$ cat config.mk
export PLATFORM = sky130hd
export DESIGN_NAME = zdlms_filter
export DESIGN_NICKNAME = d
export VERILOG_FILES = /design/src/rtl/zdlms_pkg.sv /design/src/rtl/zdlms_tap.sv /design/src/rtl/zdlms_sum.sv /design/src/rtl/zdlms_filter.sv
export SDC_FILE = /design/constraint.sdc
export NUM_CORES = 2
export LEC_CHECK = 0
export BUFFER_PORTS_ARGS = -buffer_cell sky130_fd_sc_hd__buf_2
export CORE_MARGIN = 2
export CORE_UTILIZATION = 65
export CTS_CLUSTER_SIZE = 30
export DETAILED_ROUTE_END_ITERATION = 7
export GPL_ROUTABILITY_DRIVEN = 0
export GPL_TIMING_DRIVEN = 0
export HOLD_SLACK_MARGIN = 0.08
export PLACE_DENSITY = 0.82
export SLEW_MARGIN = 20
export SYNTH_ARGS = -nofsm -noshare
export SYNTH_HDL_FRONTEND = slang
export SYNTH_SLANG_ARGS = --single-unit
$ cat constraint.sdc
create_clock -name clk -period 28.5 [get_ports clk]
set_clock_uncertainty 0.05 [all_clocks]
set_input_delay 2.85 -clock clk [delete_from_list [all_inputs] [get_ports clk]]
set_output_delay 2.85 -clock clk [all_outputs]
set_load 0.05 [all_outputs]
$ cat src/rtl/zdlms_pkg.sv
package zdlms_pkg;
   typedef enum logic {
      PH_FILT = 1'b0,
      PH_UPD  = 1'b1
   } phase_t;
endpackage

$ cat src/rtl/zdlms_tap.sv
module zdlms_tap
   import zdlms_pkg::*;
#(
   parameter int DW   = 16,
   parameter int FRAC = 15
) (
   input  logic                   clk,
   input  logic                   rst,
   input  phase_t                 phase,
   input  logic signed [DW-1:0]   smp_new,
   input  logic signed [DW-1:0]   smp_old,
   input  logic signed [DW-1:0]   err_scaled,
   output logic signed [2*DW-1:0] fir_prod
);
   localparam int    PW   = 2 * DW;
   localparam int    UW   = PW + 1;
   localparam longint WMAX = (longint'(1) <<< (DW - 1)) - 1;
   localparam longint WMIN = -(longint'(1) <<< (DW - 1));

   logic signed [DW-1:0] w_q;
   logic signed [DW-1:0] op_a;
   logic signed [DW-1:0] op_b;
   logic signed [PW-1:0] prod;
   logic signed [PW-1:0] upd_prod;
   logic signed [UW-1:0] w_sum;

   // operand multiplexers: coefficient or scaled error, current or held sample
   always_comb begin
      op_a = (phase == PH_UPD) ? err_scaled : w_q;
      op_b = (phase == PH_UPD) ? smp_old    : smp_new;
      prod = op_a * op_b;
   end

   // product demultiplexer: summation path or coefficient path
   always_comb begin
      fir_prod = (phase == PH_FILT) ? prod : '0;
      upd_prod = (phase == PH_UPD)  ? prod : '0;
      w_sum    = UW'(w_q) + UW'(upd_prod >>> FRAC);
   end

   always_ff @(posedge clk) begin
      if (rst) begin
         w_q <= '0;
      end else if (phase == PH_UPD) begin
         if (w_sum > WMAX)       w_q <= DW'(WMAX);
         else if (w_sum < WMIN)  w_q <= DW'(WMIN);
         else                    w_q <= DW'(w_sum);
      end
   end
endmodule

$ cat src/rtl/zdlms_sum.sv
module zdlms_sum #(
   parameter int N  = 4,
   parameter int PW = 32,
   parameter int OW = 34
) (
   input  logic signed [PW-1:0] terms [N],
   output logic signed [OW-1:0] total
);
   always_comb begin
      total = '0;
      for (int k = 0; k < N; k++) begin
         total = total + OW'(terms[k]);
      end
   end
endmodule

$ cat src/rtl/zdlms_filter.sv
module zdlms_filter
   import zdlms_pkg::*;
#(
   parameter int TAPS = 4,
   parameter int DW   = 16,
   parameter int FRAC = 15,
   parameter int SHW  = 4
) (
   input  logic                 clk,
   input  logic                 rst,
   input  logic                 smp_vld_i,
   input  logic signed [DW-1:0] x_i,
   input  logic signed [DW-1:0] d_i,
   input  logic [SHW-1:0]       mu_sh_i,
   output logic signed [DW-1:0] y_o,
   output logic signed [DW-1:0] e_o,
   output logic                 out_vld_o
);
   localparam int     PW    = 2 * DW;
   localparam int     GUARD = $clog2(TAPS);
   localparam int     ACCW  = PW + GUARD;
   localparam longint SMAX  = (longint'(1) <<< (DW - 1)) - 1;
   localparam longint SMIN  = -(longint'(1) <<< (DW - 1));

   if (TAPS < 1)            begin : g_bad_taps  $error("TAPS must be at least 1");        end
   if (DW < 2 || DW > 31)   begin : g_bad_dw    $error("DW must lie in 2..31");           end
   if (FRAC >= PW)          begin : g_bad_frac  $error("FRAC must be below 2*DW");        end
   if (SHW < 1 || SHW > 5)  begin : g_bad_shw   $error("SHW must lie in 1..5");           end

   phase_t                ph_q;
   logic                  upd_phase;
   logic                  accept;
   logic signed [DW-1:0]  dl_q [TAPS];
   logic signed [PW-1:0]  terms [TAPS];
   logic signed [ACCW-1:0] acc;
   logic signed [ACCW-1:0] acc_sh;
   logic signed [DW-1:0]  y_sat;
   logic signed [DW:0]    e_wide;
   logic signed [DW-1:0]  e_sat;
   logic signed [DW-1:0]  se_next;
   logic signed [DW-1:0]  se_q;
   logic signed [DW-1:0]  y_q;
   logic signed [DW-1:0]  e_q;
   logic                  vld_q;

   assign upd_phase = (ph_q == PH_UPD);
   assign accept    = smp_vld_i && (ph_q == PH_FILT);

   for (genvar k = 0; k < TAPS; k++) begin : g_tap
      logic signed [DW-1:0] cur_smp;
      if (k == 0) begin : g_head
         assign cur_smp = x_i;
      end else begin : g_body
         assign cur_smp = dl_q[k-1];
      end
      zdlms_tap #(.DW(DW), .FRAC(FRAC)) tap_i (
         .clk        (clk),
         .rst        (rst),
         .phase      (ph_q),
         .smp_new    (cur_smp),
         .smp_old    (dl_q[k]),
         .err_scaled (se_q),
         .fir_prod   (terms[k])
      );
   end

   zdlms_sum #(.N(TAPS), .PW(PW), .OW(ACCW)) sum_i (
      .terms (terms),
      .total (acc)
   );

   always_comb begin
      acc_sh = acc >>> FRAC;
      if (acc_sh > SMAX)      y_sat = DW'(SMAX);
      else if (acc_sh < SMIN) y_sat = DW'(SMIN);
      else                    y_sat = DW'(acc_sh);
      e_wide = (DW+1)'(d_i) - (DW+1)'(y_sat);
      if (e_wide > SMAX)      e_sat = DW'(SMAX);
      else if (e_wide < SMIN) e_sat = DW'(SMIN);
      else                    e_sat = DW'(e_wide);
      se_next = e_sat >>> mu_sh_i;
   end

   always_ff @(posedge clk) begin
      if (rst) begin
         ph_q  <= PH_FILT;
         y_q   <= '0;
         e_q   <= '0;
         se_q  <= '0;
         vld_q <= 1'b0;
         for (int k = 0; k < TAPS; k++) dl_q[k] <= '0;
      end else begin
         vld_q <= upd_phase;
         if (upd_phase) begin
            ph_q <= PH_FILT;
         end else if (accept) begin
            ph_q    <= PH_UPD;
            y_q     <= y_sat;
            e_q     <= e_sat;
            se_q    <= se_next;
            dl_q[0] <= x_i;
            for (int k = 1; k < TAPS; k++) dl_q[k] <= dl_q[k-1];
         end
      end
   end

   assign y_o       = y_q;
   assign e_o       = e_q;
   assign out_vld_o = vld_q;
endmodule

# Yosys cells after proc, flatten, opt, wreduce, memory -nomap -nowiden

Memories as Yosys holds them, arrays and structs flattened.
Index checks and enable logic that the tools add are counted.
W data, S select, Z words.

Add/sub/neg operators: 8
Multipliers: 4
$lt $le $gt $ge: 12
Shift-type cells: 1
Multiplexer cells: 38
Bitwise gates (word level): 5
Reductions and logical operators: 2

Operators with widths:

| cell                   | number |
|---|---|
| $mux W16               | 24 |
| $mux W32               | 8 |
| $mul A16 B16 Y32       | 4 |
| $add A16 B17 Y18       | 4 |
| $gt A18 B16 Y1 const B | 4 |
| $lt A18 B16 Y1 const B | 4 |
| $add A33 B32 Y34       | 1 |
| $add A34 B32 Y34       | 1 |
| $add A32 B32 Y33       | 1 |
| $gt A19 B16 Y1 const B | 1 |
| $lt A19 B16 Y1 const B | 1 |
| $gt A17 B16 Y1 const B | 1 |
| $lt A17 B16 Y1 const B | 1 |
| $sub A16 B16 Y17       | 1 |
| $sshr A16 B4 Y16       | 1 |
| $mux W1                | 6 |
| $or A1 B1 Y1           | 4 |
| $reduce_and A2 Y1      | 1 |
| $logic_and A1 B1 Y1    | 1 |
| $not A1 Y1             | 1 |

Register bits: 114
Bits in writable memories: 64
Bits of input ports: 39
Memories: 1

Memories:

| name | depth | bits a word | read ports | clocked after Yosys merged registers in | write ports | line               | RTL |
|---|---|---|---|---|---|---|---|
| dl_q | 4     | 16          | 4          | 0                                       | 4           | zdlms_filter.sv:33 | `logic signed [DW-1:0] dl_q [TAPS];` |

# Logic depth before layout (Yosys ltp)

Depth after elaboration: 14
Depth in mapped cells: 60

# By module

From an unflattened synthesis, not the netlist that was laid out.

Cell total of the unflattened synthesis: 6716
Area, all modules: 58134.5 um^2

By module, submodules not included:

| module                      | times used | cells an instance | area an instance (um^2) | seq. area each (um^2) |
|---|---|---|---|---|
| zdlms_tap at g_tap[1].tap_i | 1          | 1438              | 12213.0                 | 320.3 |
| zdlms_tap at g_tap[2].tap_i | 1          | 1398              | 12096.6                 | 320.3 |
| zdlms_tap at g_tap[0].tap_i | 1          | 1403              | 11975.2                 | 320.3 |
| zdlms_tap at g_tap[3].tap_i | 1          | 1378              | 11964.0                 | 320.3 |
| zdlms_filter                | 1          | 601               | 6099.6                  | 2902.8 |
| zdlms_sum                   | 1          | 498               | 3786.1                  | 0.0 |

# Worst setup path before layout

No wires, ideal clock.

Path type: input port to flip-flop
Start: input x_i[4]
End: register se_q[1]
Library setup time: 125 ps
Arrival time: 14770 ps
Required time: 28325 ps
Path slack: 13555 ps
Stages on the path: 50
Path buffers: 3
Cell sequence: mux2i_1 clkbuf_1 nor2_1 fa_1 fa_1 ha_1 inv_1 fa_1 inv_1 fa_1 inv_1 fa_1 inv_1 ha_1 or3_1 a211oi_1 o21ai_0 o41a_1 [... 14 more ...] xnor2_1 inv_1 a31o_2 buf_2 a21o_1 ha_1 fa_1 and2b_1 o31ai_2 and2_4 o31ai_4 a21oi_2 or4_1 buf_2 mux4_2 o311a_1 nand3_1 nand4_1

Word-level cells in the longest chain between the ends: 14
Elaborated cells on any way between the ends: 16
Classes of those cells: add/sub (4); mul (1); order compare (4); shift (1); mux (6)

RTL lines:

| element              | line                | RTL |
|---|---|---|
| from (decl)          | zdlms_filter.sv:12  | `input logic signed [DW-1:0] x_i,` |
| $mux W16 *           | zdlms_tap.sv:30     | `op_b = (phase == PH_UPD) ? smp_old : smp_new;` |
| $mul A16 B16 Y32 *   | zdlms_tap.sv:31     | `prod = op_a * op_b;` |
| $mux W32 *           | zdlms_tap.sv:36     | `fir_prod = (phase == PH_FILT) ? prod : '0;` |
| $add A32 B32 Y33 *   | zdlms_sum.sv:12     | `total = total + OW'(terms[k]);` |
| $add A33 B32 Y34 *   | zdlms_sum.sv:12     |  |
| $add A34 B32 Y34 *   | zdlms_sum.sv:12     |  |
| $lt A19 B16 Y1       | zdlms_filter.sv:75  | `else if (acc_sh < SMIN) y_sat = DW'(SMIN);` |
| $mux W16             | zdlms_filter.sv:75  |  |
| $mux W16 *           | zdlms_filter.sv:74  | `if (acc_sh > SMAX) y_sat = DW'(SMAX);` |
| net y_sat[0]         | zdlms_filter.sv:37  | `logic signed [DW-1:0] y_sat;` |
| $sub A16 B16 Y17 *   | zdlms_filter.sv:77  | `e_wide = (DW+1)'(d_i) - (DW+1)'(y_sat);` |
| $lt A17 B16 Y1       | zdlms_filter.sv:79  | `else if (e_wide < SMIN) e_sat = DW'(SMIN);` |
| $mux W16             | zdlms_filter.sv:79  |  |
| $mux W16 *           | zdlms_filter.sv:78  | `if (e_wide > SMAX) e_sat = DW'(SMAX);` |
| $sshr A16 B4 Y16 *   | zdlms_filter.sv:81  | `se_next = e_sat >>> mu_sh_i;` |
| to (signal assigned) | zdlms_filter.sv:100 | `se_q <= se_next;` |
| to (decl)            | zdlms_filter.sv:41  | `logic signed [DW-1:0] se_q;` |

Mark *: on every way through the listed nets, which the timed path passes. The rest lies on a longest branch.
A chain may end at the register's enable or synchronous reset.

# Worst setup path in the final report

Start: register ph_q
End: register se_q[4]

Word-level cells in the longest chain between the ends: 14
Elaborated cells on any way between the ends: 32
Classes of those cells: add/sub (4); mul (4); order compare (4); shift (1); mux (16); bitwise (1); reduce/logical (2)

RTL lines:

| element                            | line                             | RTL |
|---|---|---|
| from (decl)                        | zdlms_filter.sv:30               | `phase_t ph_q;` |
| from (signal assigned)             | zdlms_filter.sv:86               | `ph_q <= PH_FILT;` |
| from (signal assigned)             | zdlms_filter.sv:95               | `ph_q <= PH_FILT;` |
| from (signal assigned)             | zdlms_filter.sv:97               | `ph_q <= PH_UPD;` |
| $mux W16, on equally long branches | zdlms_tap.sv:29, zdlms_tap.sv:30 |  |
| $mul A16 B16 Y32                   | zdlms_tap.sv:31                  |  |
| $mux W32                           | zdlms_tap.sv:36                  |  |
| $add A32 B32 Y33                   | zdlms_sum.sv:12                  |  |
| $add A33 B32 Y34                   | zdlms_sum.sv:12                  |  |
| $add A34 B32 Y34 *                 | zdlms_sum.sv:12                  |  |
| $lt A19 B16 Y1                     | zdlms_filter.sv:75               |  |
| $mux W16                           | zdlms_filter.sv:75               |  |
| $mux W16 *                         | zdlms_filter.sv:74               |  |
| net y_sat[0]                       | zdlms_filter.sv:37               |  |
| $sub A16 B16 Y17 *                 | zdlms_filter.sv:77               |  |
| $lt A17 B16 Y1                     | zdlms_filter.sv:79               |  |
| $mux W16                           | zdlms_filter.sv:79               |  |
| $mux W16 *                         | zdlms_filter.sv:78               |  |
| $sshr A16 B4 Y16 *                 | zdlms_filter.sv:81               |  |

Marks and branches as above.

==> reports/metrics.csv <==
stage,metric,value,unit
global_routing,grt_overflow,0,
sta,period_minus_slack,18.16,ns
routing,drt-vias-per-instance,6.21,
cts,htreeDepth,4,
setup_path,endpoint_kind,flip-flop,
routing,wirelength,175000,um
die,core,83800,sq um
hold_path,holdPathStages,2,
setup_path,slowest_delay,1.00,ns
setup_path,worst-path-stages,55,
cts,numCtsBuffers,17,
setup_path,crit_path_frequent_cell,fa_1,
synthesis,ys_ff_latch,177,
synthesis,async_reset_ff_share,0,%
cts,cts_resized,0,
global_routing,grt_pass1_wl,274000,um
global_routing,grt_use_met1,51.8,%
setup_path,cp_top_family,compound AO/OA/AOI/OAI gates,
die,die_area,87100,sq um
cts,cts_root_buffer,clkbuf_16,
routing,ant_nets,0,
setup_path,slowest_stage,buf_1,
global_routing,use_met2,62.4,%
outcome,violations,design-rule violations,
die,die_h,295,um
synthesis,synthCells,6381,
synthesis,synth_fp_nets,7980,
cts,clk_latency,0.51,ns
sta,fmax,55.1,MHz
sta,tightest_slew,1.25,ns
hold_path,holdCritPathClass,flip-flop to flip-flop,
setup_path,reg2reg_depth,55,
routing,num_vias,47326,
placement,place_hpwl,144000,um
global_routing,antenna_found_initial,9,
placement,dp.cells,7585,
outcome,run_status,finished with violations,
routing,drtIter0Drc,6187,
sta,timing.final.max_slew_violations,0,
sta,fin_crit_sh,63.7,%
setup_path,cp.arrival,18.51,ns
global_routing,grtUsageMet3,13.9,%
synthesis,netlist_area,55100,sq um
cts,cts_tree,yes,
layout,areaGrowthSynthToFinish,4.33,%
global_routing,grtUsageTotal,41.7,%
cts,clkSlewWorstSetupHoldPaths,0.08,ns
cts,cts_setup_buffers,0,
synthesis,synth-warning-count,0,
placement,port_buffers,69,
sta,fin_setup_tns,0,ns
setup_path,cp.required,28.85,ns
setup_path,worstSetupStartpointType,flip-flop,
synthesis,ys.flop_type,dfxtp_1,
setup_path,crit_type,flip-flop to flip-flop,
sta,maxSlewHeadroom,14.4,%
global_routing,grt_pass1_vias,49028,
routing,firstDrtPassIters,8,
global_routing,grt_max_degree,35,
sta,setup-violations-final,0,
synthesis,avgSynthCellArea,8.63,sq um
global_routing,grt_busiest_layer,met2,
layout,final_nets,8070,
synthesis,ys_seq_area_share,7.60,%
die,num_io_pins,72,
setup_path,critPathMaxFanout,10,
cts,hold_buffers,0,
setup_path,critPathBufInv,14,
synthesis,ys_types,95,
cts,clock_path_buffers,2,
run,maxCapViolCount,0,
sta,final_hold_viol_count,0,
die,die_w,295,um
die,rows,106,
sta,rsz0062_at_grt,false,
layout,final_cells,7622,
cts,cts.sinks,177,
routing,detail_route.wl_per_cell,23.0,um
layout,drive_above_1_share,3.56,%
routing,drcViolationCount,2,
synthesis,synth_edf_count,64,
die,start_util,65.7,%
-- cell families (layout without fill, tap and decap cells) --
kind of cell	Yosys count	after routing	synth area share (%)
simple gates	2017	2017	15.9
fa+ha+maj	1565	1565	50.8
buf+inv	1516	1619	10.4
compound gates	765	765	9.41
xor+xnor	216	216	3.43
flops	177	177	7.60
mux	125	125	2.51
other cells	0	4	0
-- cells in the mapped netlist (9+ instances only) --
| library cell | n | share of area, % |
|---|---|---|
| a21o_1 | 91 | 1.2 |
| a31oi_1 | 27 | 0.31 |
| mux2i_1 | 66 | 1.2 |
| a221o_1 | 18 | 0.33 |
| and2_1 | 154 | 1.7 |
| mux2_2 | 54 | 1.1 |
| edfxtp_1 | 64 | 3.5 |
| o21bai_1 | 23 | 0.31 |
| a21oi_1 | 195 | 1.8 |
| and3_1 | 16 | 0.18 |
| or2_2 | 24 | 0.27 |
| nor2b_1 | 43 | 0.49 |
| or3_1 | 19 | 0.22 |
| nand2_1 | 815 | 5.6 |
| nand4_1 | 23 | 0.26 |
| dfxtp_1 | 113 | 4.1 |
| buf_1 | 11 | 0.075 |
| nor3_1 | 44 | 0.40 |
| nor2_1 | 722 | 4.9 |
| o31ai_1 | 9 | 0.12 |
| nor4_1 | 9 | 0.10 |
| o221ai_1 | 28 | 0.45 |
| and4_1 | 9 | 0.14 |
| xnor2_1 | 148 | 2.4 |
| xor2_1 | 68 | 1.1 |
| clkbuf_1 | 182 | 1.2 |
| o211ai_1 | 30 | 0.41 |
| o21a_1 | 34 | 0.46 |
| a211o_1 | 19 | 0.30 |
| o21ai_1 | 16 | 0.15 |
| nand3_1 | 43 | 0.39 |
| ha_1 | 443 | 10 |
| a211oi_1 | 46 | 0.63 |
| fa_1 | 1117 | 41 |
| a21boi_0 | 11 | 0.15 |
| o21ai_0 | 119 | 1.1 |
| nand2b_1 | 54 | 0.61 |
| inv_1 | 1310 | 8.9 |
-- state kept, by name, summed over array words and instances, names as in the netlist --
name             cells
e_o                 15
dl_q                64
se_q                16
g_tap.tap_i.w_q     64
y_o                 16
ph_q                 1
out_vld_o            1
-- path summary, 6_finish.rpt --
kind	startpoint	to	slack, ns
hold reg to reg	se_q[14]$_SDFFE_PP0P_	se_q[14]$_SDFFE_PP0P_	0.39
setup / recovery	ph_q$_DFF_P_	se_q[4]$_SDFFE_PP0P_	10.34
setup reg to reg	ph_q$_DFF_P_	se_q[4]$_SDFFE_PP0P_	10.34
hold / removal	se_q[14]$_SDFFE_PP0P_	se_q[14]$_SDFFE_PP0P_	0.39
-- through the flow --
| stage | worst slack, ns | cell area [sq um] | hold slack [ns] | util (%) |
|---|---|---|---|---|
| 2_1_floorplan | 13.55 | 55100 | 0.366 | - |
| 3_3_place_gp | 11.02 | 56800 | 0.378 | 67.8 |
| 3_5_place_dp | 10.96 | 56900 | 0.384 | 67.9 |
| 4_1_cts | 10.99 | 57400 | 0.393 | 68.5 |
| 5_1_grt | 9.92 | 57500 | 0.418 | 68.5 |
| 6_report | 10.34 | 57500 | 0.391 | 68.6 |
-- tightest hold or removal path, delay by kind of cell (launching register included) --
family        cells  cell delay [ns]
simple gates      2             0.09
flops             1             0.31
-- layout by cell type (no fill, tap or decap), types with 113 or more instances in the layout --
cell / instances
a21oi_1: 195
and2_1: 154
clkbuf_1: 180
dfxtp_1: 113
fa_1: 1117
ha_1: 443
inv_1: 1309
nand2_1: 815
nor2_1: 722
o21ai_0: 117
xnor2_1: 148
-- cell type report --
cell class	instances	area, sq um
diodes	4	10.0
plain buffers	202	779
clock buffers	17	425
clock inverters	15	136
fillers	6637	26400
inverters	1314	4930
multi-input cells	4688	45200
flip-flops and latches	177	4180
well taps	1134	1420
repair buffers	71	373
-- routing by layer --
| layer | vias up | share of wire, % |
|---|---|---|
| met5 | - | 0.046 |
| met4 | 8 | 8.5 |
| met1 | 22970 | 34 |
| met3 | 882 | 14 |
| met2 | 3436 | 43 |
| li1 | 20030 | - |
Power is left out: the tool's default activity adds up to more than one toggle a clock period on the data nets, which glitch-free logic cannot reach.
